==> src/rtl/fhm_pkg.sv <==
package fhm_pkg;

    typedef enum logic [2:0] {
        ST_IDLE,
        ST_READ_DONE,
        ST_WRITE_DONE,
        ST_ODD_READ,
        ST_ODD_WRITE
    } fhm_state_e;

    localparam logic OP_FETCH = 1'b0;
    localparam logic OP_STORE = 1'b1;

    localparam logic [31:0] ODD_FETCH_MARK = 32'h0BAD_F00D;
    localparam logic [31:0] ODD_STORE_MARK = 32'hDEAD_C0DE;

endpackage

==> src/rtl/fhm_route.sv <==
module fhm_route
    import fhm_pkg::*;
#(
    parameter int DW = 64,
    parameter int AW = 5,
    localparam int HW = DW / 2
) (
    input  logic          store_req,
    input  logic          mode_wide,
    input  logic [AW-1:0] idx,
    input  logic [HW-1:0] gpr_lo,
    input  logic [DW-1:0] rdata,
    output logic [AW-1:0] phys_idx,
    output logic          odd_fault,
    output logic          we_hi,
    output logic          we_lo,
    output logic [DW-1:0] wdata,
    output logic [DW-1:0] fetch_val
);

    logic [HW-1:0] half_sel;

    always_comb begin
        odd_fault = !mode_wide && idx[0];
        // Wide mode addresses the register itself; paired mode the odd partner.
        phys_idx  = mode_wide ? idx : {idx[AW-1:1], 1'b1};
        we_hi     = store_req && mode_wide;
        we_lo     = store_req && !mode_wide;
        wdata     = {gpr_lo, (odd_fault ? ODD_STORE_MARK[HW-1:0] : gpr_lo)};
        if (odd_fault)
            half_sel = ODD_FETCH_MARK[HW-1:0];
        else if (mode_wide)
            half_sel = rdata[DW-1:HW];
        else
            half_sel = rdata[HW-1:0];
        fetch_val = {{HW{half_sel[HW-1]}}, half_sel};
    end

endmodule

==> src/rtl/fhm_regfile.sv <==
module fhm_regfile #(
    parameter int NREG = 32,
    parameter int DW   = 64,
    localparam int AW  = $clog2(NREG),
    localparam int HW  = DW / 2
) (
    input  logic          clk,
    input  logic          rst_n,
    input  logic          we_hi,
    input  logic          we_lo,
    input  logic [AW-1:0] addr,
    input  logic [DW-1:0] wdata,
    output logic [DW-1:0] rdata
);

    logic [DW-1:0] mem [NREG];

    always_ff @(posedge clk) begin
        if (!rst_n) begin
            for (int i = 0; i < NREG; i++) mem[i] <= '0;
        end else begin
            if (we_hi) mem[addr][DW-1:HW] <= wdata[DW-1:HW];
            if (we_lo) mem[addr][HW-1:0]  <= wdata[HW-1:0];
        end
    end

    assign rdata = mem[addr];


    half_mask_chk: assert property (@(posedge clk) disable iff (!rst_n)
        $onehot0({we_hi, we_lo}));


    hi_write_lands_chk: assert property (@(posedge clk) disable iff (!rst_n)
        we_hi |=> mem[$past(addr)][DW-1:HW] == $past(wdata[DW-1:HW]));


    lo_write_keeps_hi_chk: assert property (@(posedge clk) disable iff (!rst_n)
        we_lo |=> mem[$past(addr)][DW-1:HW] == $past(rdata[DW-1:HW]));

endmodule

==> src/rtl/fhm_hihalf_unit.sv <==
module fhm_hihalf_unit
    import fhm_pkg::*;
#(
    parameter int NREG = 32,
    parameter int DW   = 64,
    localparam int AW  = $clog2(NREG),
    localparam int HW  = DW / 2
) (
    input  logic          clk,
    input  logic          rst_n,
    input  logic          req_valid,
    input  logic          req_op,
    input  logic          mode_wide,
    input  logic [AW-1:0] fpr_idx,
    input  logic [DW-1:0] gpr_in,
    output logic [DW-1:0] gpr_out,
    output logic          gpr_valid,
    output logic          odd_warn
);

    fhm_state_e    state_q, state_d;
    logic [AW-1:0] phys_idx;
    logic          odd_fault, we_hi, we_lo;
    logic [DW-1:0] wdata, rdata, fetch_val, result_q;
    logic          store_req, fetch_req;

    assign store_req = req_valid && (req_op == OP_STORE);
    assign fetch_req = req_valid && (req_op == OP_FETCH);

    fhm_route #(.DW(DW), .AW(AW)) u_route (
        .store_req (store_req),
        .mode_wide (mode_wide),
        .idx       (fpr_idx),
        .gpr_lo    (gpr_in[HW-1:0]),
        .rdata     (rdata),
        .phys_idx  (phys_idx),
        .odd_fault (odd_fault),
        .we_hi     (we_hi),
        .we_lo     (we_lo),
        .wdata     (wdata),
        .fetch_val (fetch_val)
    );

    fhm_regfile #(.NREG(NREG), .DW(DW)) u_regs (
        .clk   (clk),
        .rst_n (rst_n),
        .we_hi (we_hi),
        .we_lo (we_lo),
        .addr  (phys_idx),
        .wdata (wdata),
        .rdata (rdata)
    );

    always_comb begin
        if (!req_valid)
            state_d = ST_IDLE;
        else if (odd_fault)
            state_d = (req_op == OP_STORE) ? ST_ODD_WRITE : ST_ODD_READ;
        else
            state_d = (req_op == OP_STORE) ? ST_WRITE_DONE : ST_READ_DONE;
    end

    always_ff @(posedge clk) begin
        if (!rst_n) begin
            state_q  <= ST_IDLE;
            result_q <= '0;
        end else begin
            state_q <= state_d;
            if (fetch_req) result_q <= fetch_val;
        end
    end

    always_comb begin
        gpr_valid = 1'b0;
        odd_warn  = 1'b0;
        unique case (state_q)
            ST_IDLE:       ;
            ST_READ_DONE:  gpr_valid = 1'b1;
            ST_WRITE_DONE: ;
            ST_ODD_READ:   begin gpr_valid = 1'b1; odd_warn = 1'b1; end
            ST_ODD_WRITE:  odd_warn = 1'b1;
            default:       ;
        endcase
    end

    assign gpr_out = result_q;


    sign_ext_chk: assert property (@(posedge clk) disable iff (!rst_n)
        gpr_valid |-> gpr_out[DW-1:HW] == {HW{gpr_out[HW-1]}});


    warn_source_chk: assert property (@(posedge clk) disable iff (!rst_n)
        (req_valid && !mode_wide && fpr_idx[0]) |=> odd_warn);


    warn_cause_chk: assert property (@(posedge clk) disable iff (!rst_n)
        odd_warn |-> $past(req_valid && !mode_wide && fpr_idx[0]));


    valid_cause_chk: assert property (@(posedge clk) disable iff (!rst_n)
        gpr_valid |-> $past(req_valid && req_op == OP_FETCH));

endmodule

==> config.mk <==
export PLATFORM = sky130hd
export DESIGN_NAME = fhm_hihalf_unit
export DESIGN_NICKNAME = d
export VERILOG_FILES = /design/src/rtl/fhm_pkg.sv /design/src/rtl/fhm_route.sv /design/src/rtl/fhm_regfile.sv /design/src/rtl/fhm_hihalf_unit.sv
export SDC_FILE = /design/constraint.sdc
export NUM_CORES = 2
export LEC_CHECK = 0
export CORE_MARGIN = 2
export CORE_UTILIZATION = 34
export CTS_CLUSTER_DIAMETER = 200
export DETAILED_ROUTE_END_ITERATION = 12
export HOLD_SLACK_MARGIN = 0.08
export SETUP_SLACK_MARGIN = 0.1
export SLEW_MARGIN = 20
export SYNTH_ARGS = -nofsm -noshare
export SYNTH_HDL_FRONTEND = slang
export SYNTH_SLANG_ARGS = --single-unit
==> constraint.sdc <==
create_clock -name clk -period 3.9 [get_ports clk]
set_clock_uncertainty 0.15 [all_clocks]
set_input_delay 0.39 -clock clk [delete_from_list [all_inputs] [get_ports clk]]
set_output_delay 0.39 -clock clk [all_outputs]
set_load 0.05 [all_outputs]
-- Word level (Yosys, flattened, before mapping)
Memories as Yosys holds them, arrays and structs flattened.
Cells that the tools add are included.
- register bits after elaboration: 35
- output and inout bits: 66
- memories kept: 1
- word-level logic and storage cells: 36
- input bits: 74
- memory bits (writable): 2048
- memories (memory ; words ; width ; read ports ; clocked after Yosys merged registers in ; wr ports ; RTL line ; source):
    u_regs.mem ; 32 ; 64 ; 1 ; 0 ; 32 ; fhm_regfile.sv:16 ; logic [DW-1:0] mem [NREG];
- reduce and logical (&&, ||, !) cells: 10
- mux-type cells: 19
- bitwise logic cells: 1
- equal/unequal tests: 3
- operators with widths (kind ; number):
    $mux W32 ; 3
    $mux W64 ; 1
    $reduce_or A64 Y1 ; 1
    $mux W1 ; 10
    $mux W3 ; 2
    $logic_and A1 B1 Y1 ; 5
    $mux W5 ; 1
    $mux W2 ; 2
    $reduce_or A2 Y1 ; 2
    $eq A3 B1 Y1 const B ; 1
    $eq A3 B2 Y1 const B ; 1
    $eq A3 B3 Y1 const B ; 1
    $reduce_and A2 Y1 ; 1
    $logic_not A1 Y1 ; 1
    $not A1 Y1 ; 1

-- Longest topological paths before layout
- depth in word-level cells: 7
- mapped depth: 12
- mapped depth without buffers: 6

-- Cells and area by module
A second synthesis with hierarchy kept.
- cells, all modules: 7103
- area, all modules: 96457.5 um^2
- by module, submodules not included (module ; area each (um^2) ; sequential area each (um^2) ; cells an instance ; instances):
    fhm_regfile ; 92541.3 ; 61499.0 ; 6632 ; 1
    fhm_hihalf_unit ; 2726.4 ; 1341.3 ; 291 ; 1
    fhm_route ; 1189.9 ; 0.0 ; 180 ; 1

-- Worst setup path after synthesis
OpenSTA, ideal clock, no wires.
- kind: input -> register
- start: input port fpr_idx[3]
- end: memory u_regs.mem[27][32] (enable)
- buffers on the path: 3
- arrival: 3.683 ns
- setup slack: -0.399 ns
- stages: 6
- setup time: 0.466 ns
- required time: 3.284 ns
- cell sequence: buf_2 nor2b_1 nand2_1 clkbuf_1 clkbuf_1 o21ai_0
- RTL lines (what ; RTL line ; source):
    start, declared ; fhm_hihalf_unit.sv:14 ; input logic [AW-1:0] fpr_idx,
    end, declared ; fhm_regfile.sv:16 ;

-- Worst setup path in the final report
- start: input port fpr_idx[2]
- end: register result_q[20], in the netlist gpr_out[20]
- cells in the longest elaborated chain, start to end: 3
- ends and longest elaborated chain (what ; RTL line ; source):
    $mem_v2 Z32 W64 ; - ;
    $mux W32 ; fhm_route.sv:32 ; else if (mode_wide)
    $mux W32 ; fhm_route.sv:30 ; if (odd_fault)
    end signal, assigned ; fhm_hihalf_unit.sv:69 ; if (fetch_req) result_q <= fetch_val;
    end, declared ; fhm_hihalf_unit.sv:24 ; logic [DW-1:0] wdata, rdata, fetch_val, result_q;
No other way between the ends.
A chain may end at the register's enable or synchronous reset.

==> flow_summary_export.csv <==
group,metric,value,unit
placement,hpwl,178,mm
placement,port-buffer-count,107,
timing,finalCriticalPeriod,3.72,ns
drt,route.detailed.drc,0,
clock_network,postCtsSetupBuffers,0,
logic_synthesis,syn_area,86400,um^2
layout,fillerInstances,23400,
layout,finalNetCount,6704,
drt,routed.top_layer,"met5",
pwr,total_power,0.0483,W
timing,fin_crit_sh,95.5,%
setup_path,worstSetupPathType,"in2reg",
drt,dr.first_iter.drc_count,6422,
timing,tightest_slew,1.00,ns
drt,routed_wl,282,mm
die,initial_utilization,34.1,%
setup_path,critical_path_buf_inv_count,4,
die,coreArea,253000,um^2
drt,postRouteAntennaNets,0,
timing,slew_viol_final,0,
timing,hold_viol,0,
logic_synthesis,yosys.cell_types.count,59,
global_routing,grt_use_total,21.4,%
pwr,p_per_area,474,nW/um^2
layout,seq_area,59900,um^2
clock_network,clockBufferDepth,3,
clock_network,cts_tree,"done",
drt,wl_met2,138,mm
layout,syn2layout_area_growth,18.0,%
setup_path,cpMostUsedCell,"buf_4",
timing,fin_setup_tns,0,ns
layout,drive_above_1_share,15.9,%
setup_path,endpoint_kind,"flop",
setup_path,critPathLaunchType,"input pin",
layout,multiInputGateArea,25900,um^2
setup_path,crit_chain,"dlygate4sd3_1 > buf_2 > and2_1 > nand2b_2 > a2111oi_1 > buf_4 > a2111oi_0 > buf_4 > a32oi_1 > o41ai_1",
logic_synthesis,synth.avg_cell_area,14.4,um^2
die,fp.dieW,508,um
logic_synthesis,ys.flop_type,"edfxtp_1",
setup_path,cpPeakStageDelay,0.78,ns
logic_synthesis,yosysSeqAreaShare,69.3,%
timing,maxSlewHeadroom,33.1,%
clock_network,path_clk_slew,0.06,ns
run_status,status,"finished clean",
logic_synthesis,postSynthCellCount,5982,
placement,place_congestion,0.865,
setup_path,cpMaxStageDelayCell,"a2111oi_1",
global_routing,grt_first_pass_wirelength,395,mm
pwr,peakVddDrop,474,uV
die,io_pins,140,
setup_path,critPathArrivalTime,4.29,ns
logic_synthesis,synth_seq_cells,2005,
timing,rsz0062_at_grt,"false",
die,dieArea,258000,um^2
global_routing,grt_antenna_before_repair,6,
global_routing,grt_max_degree,64,
setup_path,path_max_fanout,15,
clock_network,htree_levels,4,
logic_synthesis,synth-async-reset-ratio,0,%
drt,vias,53900,
flow_run,drv_cap,0,
timing,setup_violations,0,
drt,wire_per_inst,27.7,um
setup_path,required,4.47,ns
global_routing,grt_remaining_overflow,0,
clock_network,worstSkewPairLatency,0.86,ns
drt,drt-vias-per-instance,5.30,
drt,wl_met3,24.9,mm
layout,final_util,40.2,%
logic_synthesis,yosysWarnings,0,
global_routing,grt_pass1_vias,53000,
pwr,p_leak,35.9,nW
min_path,hp-class,"in2reg",
clock_network,cts.sinks,2005,
setup_path,critical_path.top_delay_family,"buffers and inverters",
logic_synthesis,synth_edf_count,1970,
die,rows,185,
drt,drt-met1-wl,107,mm
die,die_h,508,um
timing,whs,0.254,ns
drt,dr.pass1.iters,5,
clock_network,cts_buffers,203,
timing,max_freq,269,MHz
clock_network,root_buffer,"clkbuf_16",
[metal layers]
metal	up-vias	GRT usage [%]
met5	-	0
met4	4	8.27
met3	545	3.72
met2	2767	36.0
met1	27800	27.6
li1	22800	-
[cell families after synthesis]
family / after synthesis / synth area share (%)
DFF: 2005 / 69.3
AOI/OAI and AO/OA: 541 / 4.12
xor gates and xnor gates: 1 / 0.0101
and+or+nand+nor: 2317 / 13.6
buffers and inverters: 565 / 3.22
other: 1 / 0.00434
muxes: 552 / 9.77
[where the power goes]
part	total [W]	internal [W]	switching [W]
combinational	0.00382	0.00126	0.00256
sequential	0.0253	0.0249	0.000374
clock	0.0192	0.0108	0.00837
total	0.0483	0.0370	0.0113
[layout make-up]
type | count | area share, %
Clock buffer | 278 | 5.43
Clock inverter | 96 | 0.889
Sequential cell | 2005 | 58.7
Timing Repair Buffer | 558 | 5.30
Antenna cell | 7 | 0.0172
Multi-Input combinational cell | 3845 | 25.4
Tap cell | 3366 | 4.13
Inverter | 17 | 0.0626
[stage by stage]
| stage | area (um^2) | worst slack (ns) | std cells |
|---|---|---|---|
| floorplan | 88000 | -0.399 | 6415 |
| finish | 102000 | 0.176 | 10200 |
| CTS | 102000 | 0.111 | 10200 |
| global route | 102000 | 0.180 | 10200 |
| global placement | 95400 | -0.414 | 9788 |
| detailed placement | 95400 | -0.240 | 9788 |
[worst reg2reg max path, delay by kind of cell, from the launching register on]
family	cells	cell delay, ns
buffers and inverters	2	0.47
AND/OR/NAND/NOR	1	0.06
multiplexers	1	0.15
flip-flops	1	0.36
AO/OA/AOI/OAI	4	1.20
[placed cells by master, fill, tap and decap left out, drive strengths merged, types with 15 or more instances in the layout]
master	n
a2111oi	18
a211oi	16
a21oi	136
a22oi	20
a31oi	18
a32o	19
and2	1030
buf	454
clkbuf	278
clkdlybuf4s50	101
clkinv	76
conb	434
dfxtp	35
edfxtp	1970
inv	21
mux2	29
mux2i	293
mux4	230
nand2	455
nand3	64
nand4	20
nor2	628
nor3	15
nor4	54
o211ai	17
o21ai	59
o221ai	22
o22ai	156
[what timing repair did]
item,CTS,global route
resized for setup,0,2
endpoints found under the setup margin,0,2
hold buffers,3,0
endpoints found under the hold margin,6,0
[cell usage after synthesis, types with 19 or more instances]
| library cell | n | area share, % |
|---|---|---|
| edfxtp_1 | 1970 | 69 |
| and2_1 | 1030 | 7.5 |
| nor2_1 | 628 | 2.7 |
| nand2_1 | 455 | 2.0 |
| clkbuf_1 | 368 | 1.6 |
| mux2i_1 | 293 | 3.4 |
| mux4_2 | 230 | 6.0 |
| o22ai_1 | 156 | 1.1 |
| a21oi_1 | 136 | 0.79 |
| buf_4 | 67 | 0.58 |
| buf_2 | 64 | 0.37 |
| nand3_1 | 64 | 0.37 |
| o21ai_0 | 55 | 0.32 |
| nor4_1 | 54 | 0.39 |
| dfxtp_1 | 35 | 0.81 |
| buf_6 | 33 | 0.43 |
| mux2_2 | 22 | 0.29 |
| o221ai_1 | 22 | 0.22 |
| a22oi_1 | 20 | 0.17 |
| nand4_1 | 20 | 0.14 |
| a32o_1 | 19 | 0.22 |
[registers in the layout (all words and copies together) (netlist names)]
register    cells
gpr_out        32
state_q         3
u_regs.mem   1970
[final timing paths]
kind	slack (ns)	start	to	cells after the start
setup / recovery	0.18	fpr_idx[2]	gpr_out[20]$_SDFFE_PN0P_	10
hold / removal	0.25	gpr_in[2]	u_regs.mem[15][34]$_SDFFCE_PN0P_	2
setup reg to reg	1.39	u_regs.mem[14][52]$_SDFFCE_PN0P_	gpr_out[20]$_SDFFE_PN0P_	8
hold reg to reg	0.40	gpr_out[27]$_SDFFE_PN0P_	gpr_out[27]$_SDFFE_PN0P_	1
Note: power is estimated with default switching activity, not from simulation.
